File: config.mk
export PLATFORM = sky130hd
export DESIGN_NAME = irq_edge_msg
export DESIGN_NICKNAME = d
export VERILOG_FILES = /design/src/rtl/irq_edge_msg.sv
export SDC_FILE = /design/constraint.sdc
export NUM_CORES = 1
export LEC_CHECK = 0
export CAP_MARGIN = 20
export CELL_PAD_IN_SITES_DETAIL_PLACEMENT = 0
export CELL_PAD_IN_SITES_GLOBAL_PLACEMENT = 1
export CORE_AREA = 4 4 238 240
export DETAILED_ROUTE_END_ITERATION = 12
export DIE_AREA = 0 0 242 244
export PLACE_DENSITY = 0.53
export SLEW_MARGIN = 20
export SYNTH_ARGS = -nofsm -noshare
export SYNTH_HDL_FRONTEND = slang
export SYNTH_SLANG_ARGS = --single-unit
File: constraint.sdc
create_clock -name clk -period 6.4 [get_ports clk]
set_clock_uncertainty 0.2 [all_clocks]
set_input_delay 0.96 -clock clk [delete_from_list [all_inputs] [get_ports clk]]
set_output_delay 0.96 -clock clk [all_outputs]
set_load 0.03 [all_outputs]
File: src/rtl/irq_edge_msg.sv
module irq_edge_msg #(
  parameter int NUM_PINS = 24,
  parameter int VEC_W    = 8,
  parameter int DEST_W   = 8
) (
  input  logic                       clk,
  input  logic                       rst_n,
  input  logic [NUM_PINS-1:0]        pin_i,
  input  logic [NUM_PINS-1:0]        rt_mask,
  input  logic [NUM_PINS*VEC_W-1:0]  rt_vector,
  input  logic [NUM_PINS*DEST_W-1:0] rt_dest,
  input  logic [NUM_PINS*3-1:0]      rt_dmode,
  input  logic [NUM_PINS-1:0]        rt_destmode,
  input  logic [NUM_PINS-1:0]        rt_polarity,
  input  logic [NUM_PINS-1:0]        rt_trigger,
  input  logic [VEC_W-1:0]           ext_vector,
  output logic                       msg_valid,
  input  logic                       msg_ready,
  output logic [VEC_W-1:0]           msg_vector,
  output logic [DEST_W-1:0]          msg_dest,
  output logic [2:0]                 msg_dmode,
  output logic                       msg_destmode,
  output logic                       msg_level,
  output logic                       msg_trigger
);
  localparam int IDX_W = (NUM_PINS > 1) ? $clog2(NUM_PINS) : 1;
  localparam logic [2:0] MODE_EXT = 3'b111;

  logic [NUM_PINS-1:0] pin_seen, pend, new_evt, pend_clr;
  logic [IDX_W-1:0]    sel_idx;
  logic                sel_found, take, load;
  logic [2:0]          sel_mode;

  always_comb begin
    sel_idx   = '0;
    sel_found = 1'b0;
    for (int i = NUM_PINS - 1; i >= 0; i--) begin
      if (pend[i]) begin
        sel_idx   = IDX_W'(i);
        sel_found = 1'b1;
      end
    end
  end

  assign new_evt  = pin_i & ~pin_seen & ~rt_mask;
  assign take     = !msg_valid || msg_ready;
  assign load     = take && sel_found;
  assign pend_clr = load ? (NUM_PINS'(1) << sel_idx) : '0;
  assign sel_mode = rt_dmode[sel_idx*3 +: 3];

  always_ff @(posedge clk or negedge rst_n) begin
    if (!rst_n) begin
      pin_seen <= '0;
      pend     <= '0;
    end else begin
      pin_seen <= pin_i;
      pend     <= (pend & ~pend_clr) | new_evt;
    end
  end

  always_ff @(posedge clk or negedge rst_n) begin
    if (!rst_n) begin
      msg_valid    <= 1'b0;
      msg_vector   <= '0;
      msg_dest     <= '0;
      msg_dmode    <= '0;
      msg_destmode <= 1'b0;
      msg_level    <= 1'b0;
      msg_trigger  <= 1'b0;
    end else if (take) begin
      msg_valid <= sel_found;
      if (sel_found) begin
        msg_vector   <= (sel_mode == MODE_EXT) ? ext_vector : rt_vector[sel_idx*VEC_W +: VEC_W];
        msg_dest     <= rt_dest[sel_idx*DEST_W +: DEST_W];
        msg_dmode    <= sel_mode;
        msg_destmode <= rt_destmode[sel_idx];
        msg_level    <= rt_polarity[sel_idx];
        msg_trigger  <= rt_trigger[sel_idx];
      end
    end
  end

  AST_IDLE_WITHOUT_WORK: assert property (@(posedge clk) disable iff (!rst_n)
    (take && pend == '0) |=> !msg_valid);

  AST_STALL_HOLD: assert property (@(posedge clk) disable iff (!rst_n)
    (msg_valid && !msg_ready) |=> (msg_valid && $stable(msg_vector) && $stable(msg_dest)
      && $stable(msg_dmode) && $stable(msg_destmode) && $stable(msg_level)
      && $stable(msg_trigger)));

  for (genvar g = 0; g < NUM_PINS; g++) begin : g_pin_chk
    AST_MASK_DROPS: assert property (@(posedge clk) disable iff (!rst_n)
      (pin_i[g] && !pin_seen[g] && rt_mask[g] && !pend[g]) |=> !pend[g]);
    AST_HIGH_NO_REPEAT: assert property (@(posedge clk) disable iff (!rst_n)
      (pin_i[g] && pin_seen[g] && !pend[g]) |=> !pend[g]);
    AST_PEND_KEPT_IN_STALL: assert property (@(posedge clk) disable iff (!rst_n)
      (msg_valid && !msg_ready && pend[g]) |=> pend[g]);
  end
endmodule

## Yosys cells after proc, flatten, opt, wreduce, memory -nomap -nowiden

Cells that the tools add are included.

| cells by class | value |
|---|---|
| $lt $le $gt $ge | 1 |
| $add $sub $neg | 0 |
| equal/unequal tests | 1 |
| shifts and indexed selects | 4 |
| bitwise operators | 7 |
| reductions and logical operators | 4 |
| multiplexer cells | 56 |
| multipliers | 1 |
| divide/modulo/power cells | 0 |

Operator list:

| operator | count |
|---|---|
| indexed part select 192 x 9 -> 8 bit | 2 |
| two-way mux 5 bit | 24 |
| AND 24 bit | 3 |
| inverter 24 bit | 3 |
| indexed part select 72 x 8 -> 3 bit | 1 |
| two-way mux 1 bit | 27 |
| two-way mux 24 bit | 1 |
| OR 24 bit | 1 |
| << shifter 1 x 5 -> 24 bit, first input constant | 1 |
| binary-select mux 1 bit (select 5 bit) | 3 |
| two-way mux 8 bit | 1 |
| multiplier 5 x 2 -> 7 bit, second input constant | 1 |
| < comparator 5 x 6 -> 1 bit, second input constant | 1 |
| == test 3 bit, second input constant | 1 |
| AND reduction 2 bit | 1 |
| logical AND 1 bit | 1 |
| logical NOT 1 bit | 1 |
| logical OR 1 bit | 1 |

| storage, ports and cells | value |
|---|---|
| output and inout port bits | 23 |
| ROM bits | 0 |
| bits in writable memories | 0 |
| latch bits | 0 |
| word-level logic and storage cells | 83 |
| register bits after elaboration | 71 |
| memories kept | 0 |

## Logic depth before layout (Yosys ltp)

| logic depth | value |
|---|---|
| depth after elaboration | 29 |
| gate-level depth with buffers | 15 |

## Least setup slack after synthesis

Ideal clock, no wire load.

| timing | value |
|---|---|
| kind | flip-flop to flip-flop |
| start | register pend[13] |
| end | register msg_vector[0] |
| library setup time | 126 ps |
| arrival time | 3164 ps |
| period minus slack after synthesis | 3490 ps |
| setup slack | 2910 ps |
| cell stages (with the launch flop) | 14 |
| path buffers | 2 |
| cells stage by stage | dfrtp_1 > or4_1 > o221ai_2 > a31o_4 > a2111oi_4 > or2_1 > buf_6 > a221o_1 > o221ai_2 > a2bb2oi_2 > nor4_4 > nor2b_1 > buf_6 > a221o_1 |

| on the way | value |
|---|---|
| cells in the longest elaborated chain, start to end | 18 |

RTL lines:

| item | RTL line | source |
|---|---|---|
| start: declaration | 29 | `logic [NUM_PINS-1:0] pin_seen, pend, new_evt, pend_clr;` |
| start signal: assignment | 57 | `pend <= (pend & ~pend_clr) \| new_evt;` |
| two-way mux 5 bit (14 in a row) | 38 | `if (pend[i]) begin` |
| multiplier 5 x 2 -> 7 bit | 49 | `assign sel_mode = rt_dmode[sel_idx*3 +: 3];` |
| indexed part select 72 x 8 -> 3 bit | 49 |  |
| == test 3 bit | 73 | `msg_vector <= (sel_mode == MODE_EXT) ? ext_vector : rt_vector[sel_idx*VEC_W +: VEC_W];` |
| two-way mux 8 bit | 73 |  |
| end signal: assignment | 73 |  |
| end: declaration | 19 | `output logic [VEC_W-1:0] msg_vector,` |

Parallel ways exist; a longest one is shown, timed or not.
A chain may end at the register's enable or synchronous reset.

## Worst setup path in the final report

| timing | value |
|---|---|
| start | register pend[16] |
| end | register msg_vector[6] |

| on the way | value |
|---|---|
| cells in the longest elaborated chain, start to end | 21 |

RTL lines:

| item | RTL line |
|---|---|
| two-way mux 5 bit (17 in a row) | 38 |
| multiplier 5 x 2 -> 7 bit | 49 |
| indexed part select 72 x 8 -> 3 bit | 49 |
| == test 3 bit | 73 |
| two-way mux 8 bit | 73 |

Parallel ways exist; a longest one is shown, timed or not.

==> impl_metrics.py <==
metrics = {
    "floorplanning": {
        "die_x_microns": 242,
        "pin_count": 610,
        "die_h_microns": 244,
        "dieArea_sq_um": 59000,
        "std_cell_rows": 86,
        "core-area_sq_um": 54700,
        "start_util_pct": 12.1,
    },
    "synthesis": {
        "synthArstFlopShare_pct": 100,
        "mappedNetlistArea_sq_um": 6600,
        "ys_seq_area_share_pct": 26.9,
        "syn_inst": 865,
        "synth_top_cell_area_share_pct": 26.9,
        "synth_ff_type": "dfrtp_1",
        "yosys_warnings": 0,
        "synth.most_common_cell": "nand2_1",
        "syn_nets": 1452,
        "ys_top_cells_by_count": "nand2_1 (122), o22ai_1 (100), nor3_1 (99)",
        "synth_edf_count": 0,
        "ys_types": 61,
        "yosys-top-cells-area": "dfrtp_1 (27%), o22ai_1 (9.5%), nor3_1 (7.5%)",
        "syn_avg_cell_area_sq_um": 7.63,
        "synth-seq-cells": 71,
        "synth_top_area_cell": "dfrtp_1",
    },
    "cells_and_area": {
        "seq_area_sq_um": 1780,
        "multi_input_area_sq_um": 4500,
        "area_growth_syn_to_layout_pct": 109,
        "layoutNonFillerInstCount": 2132,
        "fillers": 6001,
        "drive_above_1_share_pct": 6.17,
        "finish.instance_area_sq_um": 13800,
        "finalNetCount": 2009,
    },
    "worst_hold_path": {
        "min-delay-path-class": "in2async",
    },
    "clock_tree": {
        "tritoncts": "done",
        "ctsHoldBuffers": 0,
        "clkTransAtPathRegs_ns": 0.07,
        "cts.sinks": 71,
        "clk_path_buf_depth": 2,
        "htree_levels": 3,
        "post-cts-setup-buffers": 0,
        "numCtsBuffers": 9,
        "cts_root_buffer": "clkbuf_16",
        "clock_latency_ns": 0.35,
        "cts-resized-gates": 0,
    },
    "sta": {
        "worst_pin_slew_ns": 1.05,
        "setup_viol": 0,
        "hold_violations": 0,
        "min_period_ns": 5.00,
        "fmax_mhz": 200,
        "period_share_pct": 78.1,
        "slew_headroom_pct": 30.0,
        "maxSlewViolCount": 0,
        "rsz0062_at_grt": "no",
        "fin_setup_tns_ns": 0,
    },
    "drt": {
        "ant_nets": 0,
        "wl_met2_mm": 28.1,
        "wl_met3_mm": 3.69,
        "firstDrtPassIters": 8,
        "vias": 9853,
        "wl_per_cell_microns": 26.2,
        "drc": 0,
        "topRoutingLayerUsed": "met5",
        "via_per_inst": 4.62,
        "met1_length_mm": 22.9,
        "drtIter0Drc": 720,
        "wirelength_mm": 55.9,
    },
    "setup_path": {
        "crit_arrival_ns": 5.09,
        "startpoint_type": "register",
        "critPathMaxFanout": 20,
        "critPathCaptureType": "register",
        "cp.required_ns": 6.49,
        "crit_type": "reg2reg",
    },
    "power_and_ir_drop": {
        "comb_power_share_pct": 71.4,
        "p_int_mw": 1.94,
        "p_leak_nw": 4.72,
        "p_clk_share_pct": 12.7,
        "powerDensity_nw_per_um2": 281,
        "p_sw_mw": 1.93,
        "p_seq_share_pct": 15.9,
        "p_sw_share_pct": 49.9,
        "irDropWorstVdd_uv": 137,
    },
    "run_status": {
        "status": "completed",
    },
    "grt": {
        "grt_usage_pct": 18.0,
        "grt_overflow": 0,
        "grt_pass1_wl_mm": 77.8,
        "antenna_found_initial": 6,
        "grt_max_degree": 64,
        "grt_pass1_vias": 10600,
    },
    "flow_run": {
        "drv_cap": 0,
    },
    "placed_design": {
        "dp_cells": 2115,
        "place.gp.congestion": 0.861,
        "place_hpwl_mm": 46.4,
        "postPlaceCellArea_sq_um": 13500,
        "io_buffers": 609,
    },
}
==> final cells by class <==
| class | instances | share of cell area [%] |
|---|---|---|
| Sequential cell | 71 | 12.9 |
| Inverter | 7 | 0.191 |
| Multi-Input combinational cell | 702 | 32.7 |
| Tap cell | 704 | 6.40 |
| Clock inverter | 6 | 0.318 |
| Timing Repair Buffer | 631 | 45.8 |
| Clock buffer | 10 | 1.66 |
| Antenna cell | 1 | 0.0182 |
==> per-stage QoR <==
stage                     total power, mW  hold WS (ns)  setup slack, ns  util (%)
after global routing                 4.16         0.209             1.04      25.2
after CTS                            3.94         0.203             1.38      25.2
after floorplan                      2.14         0.267             2.91         -
after detailed placement             3.42         0.276             1.39      24.7
final                                3.86         0.227             1.40      25.2
after global placement               3.40         0.262             1.30      24.6
==> sequential cells by signal, summed over array words and instances (netlist names) <==
name	flops
pin_seen	24
msg_dmode	3
msg_destmode	1
msg_vector	8
msg_dest	8
pend	24
msg_level	1
msg_valid	1
msg_trigger	1
==> routing by layer <==
| metal | up-vias | global-route usage [%] |
|---|---|---|
| li1 | 4639 | - |
| met1 | 4688 | 21.7 |
| met2 | 475 | 32.3 |
| met3 | 45 | 4.39 |
| met4 | 6 | 4.05 |
| met5 | - | 0 |
==> cells by family (layout without fill, tap and decap cells) <==
kind of cell	count (synthesis)	after routing	synth area share, %
compound gates	368	368	43.3
buf+inv	92	654	5.78
mux	1	1	0.171
flops	71	71	26.9
other cells	0	1	0
simple gates	333	333	23.8
==> power groups by stage <==
stage	Combinational [mW]	Sequential [mW]	Clock (mW)
after floorplan	1.43	0.715	0
after global placement	2.78	0.621	0
after detailed placement	2.80	0.622	0
after CTS	2.81	0.616	0.518
after global routing	3.00	0.628	0.535
final	2.76	0.614	0.491
==> worst paths after layout <==
check / from / to / slack [ns] / depth (start not counted)
setup / recovery: pend[16]$_DFF_PN0_ / msg_vector[6]$_DFFE_PN0P_ / 1.40 / 11
hold / removal: rst_n / pin_seen[22]$_DFF_PN0_ / 0.23 / 1
setup reg to reg: pend[16]$_DFF_PN0_ / msg_vector[6]$_DFFE_PN0P_ / 1.40 / 11
hold reg to reg: msg_dest[5]$_DFFE_PN0P_ / msg_dest[5]$_DFFE_PN0P_ / 0.29 / 2
max in group asynchronous: rst_n / msg_dmode[1]$_DFFE_PN0P_ / 4.64 / 2
min in group clk: msg_dest[5]$_DFFE_PN0P_ / msg_dest[5]$_DFFE_PN0P_ / 0.29 / 2
==> worst max-delay path, stage by stage (launching register included) <==
cell,delay [ns]
dfrtp_1,0.48
inv_2,0.08
a2111oi_4,0.43
and4bb_1,0.32
a221o_1,0.86
nand2_2,0.46
o211ai_1,0.39
o221ai_2,0.15
a2bb2oi_2,0.19
nor4_4,0.53
nor2b_1,0.58
a221o_1,0.25
==> placed cells by master (no fill, tap or decap), types with 20 or more instances in the layout <==
cell | synthesis | layout
a21oi_1 | 42 | 41
a221o_1 | 36 | 36
a221oi_1 | 28 | 28
a222oi_1 | 35 | 35
buf_4 | 0 | 20
clkdlybuf4s50_1 | 0 | 608
dfrtp_1 | 71 | 71
nand2_1 | 122 | 119
nor2_1 | 50 | 49
nor3_1 | 99 | 98
o21ai_0 | 24 | 24
o22ai_1 | 100 | 100
Power figures use the tool's default switching activity.
